`config.mk`:
```
export PLATFORM = sky130hd
export DESIGN_NAME = spi_word_burst
export DESIGN_NICKNAME = d
export VERILOG_FILES = /design/src/rtl/spi_burst_pkg.sv /design/src/rtl/spi_tick_gen.sv /design/src/rtl/spi_shift32.sv /design/src/rtl/spi_word_burst.sv
export SDC_FILE = /design/constraint.sdc
export NUM_CORES = 1
export LEC_CHECK = 0
export ABC_CLOCK_PERIOD_IN_PS = 3700
export BUFFER_PORTS_ARGS = -buffer_cell sky130_fd_sc_hd__buf_2
export CAP_MARGIN = 20
export CORE_MARGIN = 2
export CORE_UTILIZATION = 60
export DETAILED_ROUTE_END_ITERATION = 8
export HOLD_SLACK_MARGIN = 0.06
export PLACE_DENSITY = 0.92
export SLEW_MARGIN = 20
export SYNTH_ARGS = -nofsm -noshare
export SYNTH_HDL_FRONTEND = slang
export SYNTH_SLANG_ARGS = --single-unit
```
`constraint.sdc`:
```
create_clock -name clk -period 3.7 [get_ports clk]
set_input_delay 1.11 -clock clk [delete_from_list [all_inputs] [get_ports clk]]
set_output_delay 1.11 -clock clk [all_outputs]
set_load 0.03 [all_outputs]
```
`src/rtl/spi_burst_pkg.sv`:
```
package spi_burst_pkg;

  typedef enum logic [1:0] {
    ST_IDLE = 2'd0,
    ST_HDR  = 2'd1,
    ST_DATA = 2'd2,
    ST_END  = 2'd3
  } burst_state_t;

  // Reverse the four bytes of a word.
  function automatic logic [31:0] swap_bytes(input logic [31:0] w);
    return {w[7:0], w[15:8], w[23:16], w[31:24]};
  endfunction

  // Word as it must be shifted (MSB first) for the chosen packing.
  function automatic logic [31:0] wire_order(input logic [31:0] w, input logic le);
    return le ? swap_bytes(w) : w;
  endfunction

  // Command byte and address, left aligned in a 32-bit shift value.
  function automatic logic [31:0] header_word(input logic [7:0] cmd,
                                              input logic [31:0] addr,
                                              input int abits);
    logic [31:0] mask;
    mask = (32'h1 << abits) - 32'h1;
    return {cmd, 24'h0} | ((addr & mask) << (24 - abits));
  endfunction

endpackage

```
`src/rtl/spi_tick_gen.sv`:
```
module spi_tick_gen #(
  parameter int DIV = 2
) (
  input  logic clk,
  input  logic rst_n,
  input  logic run,
  output logic tick
);
  localparam int CW = (DIV > 1) ? $clog2(DIV) : 1;

  logic [CW-1:0] cnt;
  logic          at_end;

  assign at_end = (cnt == CW'(DIV - 1));
  assign tick   = run && at_end;

  always_ff @(posedge clk or negedge rst_n) begin
    if (!rst_n)               cnt <= '0;
    else if (!run || at_end)  cnt <= '0;
    else                      cnt <= cnt + 1'b1;
  end

  generate
    if (DIV > 1) begin : g_gap
      AST_TICK_GAP: assert property (@(posedge clk) disable iff (!rst_n)
        tick |=> !tick);
    end
  endgenerate

endmodule

```
`src/rtl/spi_shift32.sv`:
```
module spi_shift32 (
  input  logic        clk,
  input  logic        rst_n,
  input  logic        load,
  input  logic [31:0] load_val,
  input  logic        rise,
  input  logic        fall,
  input  logic        miso,
  output logic        mosi,
  output logic [31:0] rx
);
  logic [31:0] tx;

  assign mosi = tx[31];

  always_ff @(posedge clk or negedge rst_n) begin
    if (!rst_n)     tx <= '0;
    else if (load)  tx <= load_val;
    else if (fall)  tx <= {tx[30:0], 1'b0};
  end

  always_ff @(posedge clk or negedge rst_n) begin
    if (!rst_n)     rx <= '0;
    else if (rise)  rx <= {rx[30:0], miso};
  end

  AST_NO_LOAD_ON_RISE: assert property (@(posedge clk) disable iff (!rst_n)
    load |-> !rise);

endmodule

```
`src/rtl/spi_word_burst.sv`:
```
module spi_word_burst
  import spi_burst_pkg::*;
#(
  parameter int         CLK_DIV   = 2,
  parameter int         ADDR_BITS = 16,
  parameter int         REQ_AW    = 24,
  parameter int         FLASH_BIT = 20,
  parameter int         CNT_W     = 8,
  parameter int         BUF_AW    = 4,
  parameter logic [7:0] CMD_READ  = 8'h03,
  parameter logic [7:0] CMD_WRITE = 8'h02
) (
  input  logic              clk,
  input  logic              rst_n,
  input  logic              start,
  input  logic              req_write,
  input  logic              req_le,
  input  logic [REQ_AW-1:0] req_addr,
  input  logic [BUF_AW-1:0] req_buf,
  input  logic [CNT_W-1:0]  req_count,
  output logic              busy,
  output logic              done,
  output logic [BUF_AW-1:0] buf_raddr,
  input  logic [31:0]       buf_rdata,
  output logic              buf_we,
  output logic [BUF_AW-1:0] buf_waddr,
  output logic [31:0]       buf_wdata,
  output logic              flash_req,
  output logic [REQ_AW-1:0] flash_addr,
  output logic [CNT_W-1:0]  flash_count,
  output logic              spi_cs_n,
  output logic              spi_sclk,
  output logic              spi_mosi,
  input  logic              spi_miso
);
  localparam int HDR_BITS = 8 + ADDR_BITS;
  localparam int BIT_W    = 6;

  burst_state_t      state;
  logic              sclk_q, cs_n_q, wr_q, le_q;
  logic [BIT_W-1:0]  bits_left;
  logic [CNT_W-1:0]  words_left;
  logic [BUF_AW-1:0] ptr;
  logic              done_q, flash_req_q, we_q;
  logic [REQ_AW-1:0] flash_addr_q;
  logic [CNT_W-1:0]  flash_count_q;
  logic [BUF_AW-1:0] waddr_q;
  logic [31:0]       wdata_q;

  // Named internal events.
  logic        tick, run, rise_ev, fall_ev, word_end, last_word;
  logic        go_zero, go_flash, go_spi, accept, shift_load;
  logic [31:0] shift_val, rx_word, hdr_val;

  assign run       = (state == ST_HDR) || (state == ST_DATA);
  assign rise_ev   = tick && !sclk_q;
  assign fall_ev   = tick && sclk_q;
  assign word_end  = fall_ev && (bits_left == BIT_W'(1));
  assign last_word = (words_left == CNT_W'(1));
  assign go_zero   = (req_count == '0);
  assign go_flash  = !go_zero && req_addr[FLASH_BIT];
  assign go_spi    = !go_zero && !go_flash;
  assign accept    = (state == ST_IDLE) && start;
  assign hdr_val   = header_word(req_write ? CMD_WRITE : CMD_READ,
                                 32'(req_addr), ADDR_BITS);

  assign shift_load = (accept && go_spi) ||
                      (word_end && ((state == ST_HDR) || !last_word));
  assign shift_val  = (state == ST_IDLE) ? hdr_val :
                      (wr_q ? wire_order(buf_rdata, le_q) : 32'h0);

  spi_tick_gen #(.DIV(CLK_DIV)) u_tick (
    .clk  (clk),
    .rst_n(rst_n),
    .run  (run),
    .tick (tick)
  );

  spi_shift32 u_shift (
    .clk     (clk),
    .rst_n   (rst_n),
    .load    (shift_load),
    .load_val(shift_val),
    .rise    (rise_ev),
    .fall    (fall_ev),
    .miso    (spi_miso),
    .mosi    (spi_mosi),
    .rx      (rx_word)
  );

  always_ff @(posedge clk or negedge rst_n) begin
    if (!rst_n) begin
      state         <= ST_IDLE;
      sclk_q        <= 1'b0;
      cs_n_q        <= 1'b1;
      wr_q          <= 1'b0;
      le_q          <= 1'b0;
      bits_left     <= '0;
      words_left    <= '0;
      ptr           <= '0;
      done_q        <= 1'b0;
      flash_req_q   <= 1'b0;
      flash_addr_q  <= '0;
      flash_count_q <= '0;
      we_q          <= 1'b0;
      waddr_q       <= '0;
      wdata_q       <= '0;
    end else begin
      done_q      <= 1'b0;
      flash_req_q <= 1'b0;
      we_q        <= 1'b0;
      case (state)
        ST_IDLE: begin
          if (start) begin
            if (go_zero) begin
              done_q <= 1'b1;
            end else if (go_flash) begin
              done_q <= 1'b1;
              if (!req_write) begin
                flash_req_q   <= 1'b1;
                flash_addr_q  <= req_addr;
                flash_count_q <= req_count;
              end
            end else begin
              cs_n_q     <= 1'b0;
              state      <= ST_HDR;
              bits_left  <= BIT_W'(HDR_BITS);
              words_left <= req_count;
              ptr        <= req_buf;
              wr_q       <= req_write;
              le_q       <= req_le;
            end
          end
        end
        ST_HDR, ST_DATA: begin
          if (rise_ev) sclk_q <= 1'b1;
          if (fall_ev) begin
            sclk_q    <= 1'b0;
            bits_left <= bits_left - 1'b1;
          end
          if (word_end) begin
            bits_left <= BIT_W'(32);
            if (state == ST_HDR) begin
              state <= ST_DATA;
              if (wr_q) ptr <= ptr + 1'b1;
            end else begin
              if (!wr_q) begin
                we_q    <= 1'b1;
                waddr_q <= ptr;
                wdata_q <= wire_order(rx_word, le_q);
              end
              if (!wr_q || !last_word) ptr <= ptr + 1'b1;
              words_left <= words_left - 1'b1;
              if (last_word) state <= ST_END;
            end
          end
        end
        ST_END: begin
          cs_n_q <= 1'b1;
          done_q <= 1'b1;
          state  <= ST_IDLE;
        end
        default: state <= ST_IDLE;
      endcase
    end
  end

  assign busy        = (state != ST_IDLE);
  assign done        = done_q;
  assign buf_raddr   = ptr;
  assign buf_we      = we_q;
  assign buf_waddr   = waddr_q;
  assign buf_wdata   = wdata_q;
  assign flash_req   = flash_req_q;
  assign flash_addr  = flash_addr_q;
  assign flash_count = flash_count_q;
  assign spi_cs_n    = cs_n_q;
  assign spi_sclk    = sclk_q;

  AST_SCLK_IDLE_LOW: assert property (@(posedge clk) disable iff (!rst_n)
    spi_cs_n |-> !spi_sclk);
  AST_MOSI_HELD_HIGH: assert property (@(posedge clk) disable iff (!rst_n)
    spi_sclk |=> (!spi_sclk || $stable(spi_mosi)));
  AST_CS_HELD_BUSY: assert property (@(posedge clk) disable iff (!rst_n)
    busy |-> !spi_cs_n);
  AST_DONE_ONE_CYCLE: assert property (@(posedge clk) disable iff (!rst_n)
    done |=> !done);
  AST_DONE_DESELECTED: assert property (@(posedge clk) disable iff (!rst_n)
    done |-> spi_cs_n);
  AST_FLASH_NO_SELECT: assert property (@(posedge clk) disable iff (!rst_n)
    flash_req |-> (spi_cs_n && !busy));
  AST_WE_ONLY_ON_READ: assert property (@(posedge clk) disable iff (!rst_n)
    buf_we |-> !wr_q);

endmodule

```
-- Word-level counts from Yosys, hierarchy flattened
Cells that the tools add are included.
- multiplexer cells: 54
- bitwise gates (word level): 6
- add/subtract/negate cells: 4
- reduce and logical (&&, ||, !) cells: 37
- eq/ne operators: 14
- operator list (operator ; number):
    two-way mux 32 bit ; 6
    two-way mux 8 bit ; 5
    two-way mux 6 bit ; 5
    two-way mux 4 bit ; 7
    OR 26 x 24 -> 26 bit ; 1
    two-way mux 1 bit ; 19
    one-hot mux 8 bit (2 select lines) ; 1
    AND reduction 5 bit ; 3
    two-way mux 2 bit ; 6
    inequality test 3 bit (second input constant) ; 4
    one-hot mux 6 bit (2 select lines) ; 1
    AND reduction 4 bit ; 3
    inequality test 2 bit (second input constant) ; 5
    nonzero test 2 bit ; 5
    logical AND 1 bit ; 9
    equality test 8 x 1 -> 1 bit (second input constant) ; 1
    zero test 8 bit ; 1
    one-hot mux 4 bit (2 select lines) ; 1
    subtractor 8 x 1 -> 8 bit (second input constant) ; 1
    AND reduction 7 bit ; 1
    equality test 6 x 1 -> 1 bit (second input constant) ; 1
    zero test 1 bit ; 6
    one-hot mux 2 bit (3 select lines) ; 1
    AND reduction 6 bit ; 1
    11 further kinds ; 21
- flip-flop bits (word level): 160
- bits of input ports: 74
- output and inout port bits: 79
- logic and storage cells: 133

-- Longest topological paths before layout
- depth in word-level cells: 8
- gate-level depth with buffers: 9
- gate-level depth less buffers: 7

-- Cells and area by module
A second synthesis with hierarchy kept.
- cells, all modules: 706
- area total of the unflattened synthesis: 8012.7 µm²
- modules (own cells, without submodules) (module ; sequential area each (µm²) ; area an instance (µm²) ; cells each ; instances):
    spi_word_burst ; 2378.5 ; 5132.4 ; 496 ; 1
    spi_shift32 ; 1601.5 ; 2839.0 ; 207 ; 1
    spi_tick_gen ; 25.0 ; 41.3 ; 3 ; 1

-- Worst setup path before layout
Ideal clock, no wire load.
- path type: in2reg
- from: input port req_count[0]
- to: register u_shift.tx[3]
- data arrival time: 2.299 ns
- stages on the path: 7
- setup slack: 1.260 ns
- required time: 3.559 ns
- path buffers: 2
- setup time: 0.141 ns
- cells stage by stage: nor4_4 > a211o_1 > buf_6 > nand2_2 > clkbuf_1 > nor2_1 > a31oi_1
- word-level cells in the longest chain between the ends: 8
- elaborated cells between the ends (all ways): 9
- classes of those cells: 1 x mux; 8 x reduce/logical
- ends and longest elaborated chain (element ; line ; source):
    start, declared ; spi_word_burst.sv:20 ; input logic [CNT_W-1:0] req_count,
    zero test 8 bit * ; spi_word_burst.sv:60 ; assign go_zero = (req_count == '0);
    zero test 1 bit * ; spi_word_burst.sv:61, spi_word_burst.sv:62 ;
    logical AND 1 bit ; spi_word_burst.sv:61 ; assign go_flash = !go_zero && req_addr[FLASH_BIT];
    zero test 1 bit ; spi_word_burst.sv:62 ; assign go_spi = !go_zero && !go_flash;
    logical AND 1 bit * ; spi_word_burst.sv:62 ;
    logical AND 1 bit * ; spi_word_burst.sv:67 ; assign shift_load = (accept && go_spi) ||
    logical OR 1 bit * ; spi_word_burst.sv:67 ;
    two-way mux 32 bit or nonzero test 2 bit (tied branches) ; -- ;
    end signal, assigned ; spi_shift32.sv:18 ; else if (load) tx <= load_val;
    end signal, assigned ; spi_shift32.sv:19 ; else if (fall) tx <= {tx[30:0], 1'b0};
    end, declared ; spi_shift32.sv:12 ; logic [31:0] tx;
Every way passes the cells marked *; elsewhere a longest branch is shown, timed or not.
A chain may end at the register's enable or synchronous reset.

-- Worst setup path in the final report
- from: register state[0]
- to: output port busy
- word-level cells in the longest chain between the ends: 1
- ends and longest elaborated chain (element ; line ; source):
    start, declared ; spi_word_burst.sv:39 ; burst_state_t state;
    start signal, assigned ; spi_word_burst.sv:93 ; state <= ST_IDLE;
    start signal, assigned ; spi_word_burst.sv:126 ; state <= ST_HDR;
    start signal, assigned ; spi_word_burst.sv:144 ; state <= ST_DATA;
    nonzero test 2 bit ; spi_word_burst.sv:168 ; assign busy = (state != ST_IDLE);
    end, declared ; spi_word_burst.sv:21 ; output logic busy,
Every way passes these cells.

==> run metrics <==
status=finished, final reports clean; Fmax achieved=0.3255 GHz; Post-Route WL=18000 um; Vias=5925; slew margin rel.=45.54%; Crit Reg-Reg Endpoint=u_shift.tx[16]; biggest area consumer among synthesized cells=dfrtp_1; R2R Setup Slk=850 ps; M3 GR Usage=6.129%; GRT overflow=0; top cells by area, synth=dfrtp_1, mux2_2, mux2i_1; R2R Path Start=state[0]; max-cap viol count=0; Worst setup EP type=primary output; Syn Area/Cell=11.39 sq um; initial antenna violation count=0; PostCTS Resize Cnt=0; Post-synth EDFFs=0; routed length per instance=17.74 um; Total GRT Usage=26.20%; top_reg_cell synth=dfrtp_1; initial core utilization=61.85%; Final setup viols=0; synth warn=0; most common cell after layout, fill and taps aside=dfrtp_1; layout cells sized above 1=40.81%; Max Fanout on Critical Path=19; global-route wire length before repair=29620 um; total CTS buffers=17; Sw Share=41.98%; post-synthesis register bit count=160; Area Overhead vs Synth=18.00%; PD cells=851.3 nW/um^2; later-pin clock latency in the skew report=420 ps; fin. max-slew vios=0; CP required=2590 ps; setup bufs post-CTS=0; highest-count cells in the layout ignoring fill and taps=dfrtp_1, buf_2, mux2_2, nor2_1, nand2_1; sequential share of the synthesized area=50.90%; Ant. Diodes=0; H-tree depth=4; Clock transition at path regs=60 ps; maximum root-to-sink buffer count=2; maximum vdd drop=0.5238 mV; CTS Root Cell=clkbuf_16; met2 GRT Util=43.57%; GR met1 Demand/Resource=34.24%; internal power=0.004586 W; RSZ-0062 raised after global routing=no; clock share of power=20.6%; CTS tree=built; PnR Total Power=0.007904 W; Synth cell types=58; Setup Crit Path Kind=flip-flop to primary output; Die Ht=118.5 um; Comb power frac=41.7%; minimum clock period=3072 ps; worst reg2reg path depth=8; Final period util=83.02%; hpwl dp=12430 um; Setup TNS=0 ps; post-DR vias/cell=5.837; Buffers on Ports=152; Routability Congestion=0.8399; std cell rows=41; CTS Hold Buffers Added=0; Nets=912; Hold Path Sink=flash_addr[20]; HP Start=flash_addr[20]; leakage=4.482 nW; busiest grt layer=met2; synthesized area=7869 sq um; vias in the first global route=5917; Seq pwr share=37.7%; Post-Synthesis Cells=691; Post-synth ARST share=100.0%; Post-Syn Nets=773; DIE WIDTH=118.5 um; Layout Skew=4.919 ps; Synth top area share=50.56%; clk sinks=160; P_sw=0.003318 W; die area=14050 sq um; final antenna-violating net count=0; DR pass1 iterations=5; Iter 0 DRT Violations=480; Critical Path AT=1960 ps; Worst Setup Start Kind=flip-flop; CORE AREA=12720 sq um; Hold WC Path Type=flip-flop to flip-flop; Hold Fails Final Rpt=0; largest net degree at the start of global routing=92; IO Pins=153; DRC Markers=0; Min-Delay Path Depth=1; Slew @ Worst Pin=811.4 ps
area by class of cell:
cell class                      instances  area [sq um]
Clock buffer                           19         442.9
Clock inverter                         13         105.1
Fill cell                             881          3437
Inverter                               15         56.30
Multi-Input combinational cell        472          3587
Sequential cell                       160          4009
Tap cell                              172         215.2
Timing Repair Buffer                  164         869.6
worst max-delay path by stage:
stage	from	endpoint	slack [ps]
finish	state[0]	busy	630
floorplan	req_count[0]	u_shift.tx[3]	1260
global route	state[1]	busy	560
global placement	req_count[0]	u_shift.tx[9]	720
CTS	state[0]	busy	640
detailed placement	req_count[0]	u_shift.tx[16]	580
flip-flops by register name (all words and copies together), names as in the netlist, 2 cells and up:
signal,flops
bits_left,6
buf_raddr,4
buf_waddr,4
buf_wdata,32
flash_addr,24
flash_count,8
state,2
u_shift.rx,32
u_shift.tx,32
words_left,8
cells in the mapped netlist, types with 3 or more instances:
library cell and n:
mux2i_1 34, a31oi_1 18, o22ai_1 3, o22a_1 4
nor2_1 78, a21oi_1 47, a221oi_2 16, dfrtp_1 159
ha_1 8, clkbuf_1 15, nand3_1 21, buf_4 3
mux2_2 98, buf_2 22, o31ai_2 17, nor3_1 8
nand2_1 53, inv_1 14, nand4_1 3, o21ai_0 14
nor2b_1 5, and3_1 5, nand2b_1 3
metal layers:
| layer | up-vias | part of all wire (%) |
|---|---|---|
| met5 | - | 0 |
| met4 | 0 | 1.4 |
| met3 | 28 | 5.3 |
| met2 | 195 | 51 |
| met1 | 2935 | 43 |
| li1 | 2767 | - |
through the flow:
step           util [%]  std cells  instance area (sq um)  hold WS [ps]  worst slack (ps)
2_1_floorplan         -        691                   7869         440.8              1260
3_3_place_gp      68.66        983                   8735         449.5             720.2
3_5_place_dp      68.66        983                   8735         459.3             579.2
4_1_cts           72.96       1015                   9283         477.5             635.5
5_1_grt           72.98       1015                   9285         509.1             556.2
6_report          72.98       1015                   9285         475.5             628.1
cells by family after synthesis:
group / synth area share, %
simple gates: 10.99
mux: 18.49
fa+ha+maj: 1.272
flops: 50.90
buf+inv: 3.641
compound gates: 14.71
power groups by stage:
stage	logic, W	clock network [W]	registers (W)
6_report	0.00330	0.00163	0.00298
5_1_grt	0.00358	0.00173	0.00306
4_1_cts	0.00331	0.00165	0.00296
3_5_place_dp	0.00329	0	0.00297
3_3_place_gp	0.00317	0	0.00294
2_1_floorplan	0.00201	0	0.00336
worst max-delay path, cell delays in order (launching register included):
cell and delay (ps):
dfrtp_1 420, inv_1 80, ha_1 300, buf_4 380
inv_1 140, buf_2 220
No activity file was read; power rests on OpenSTA's default activity.
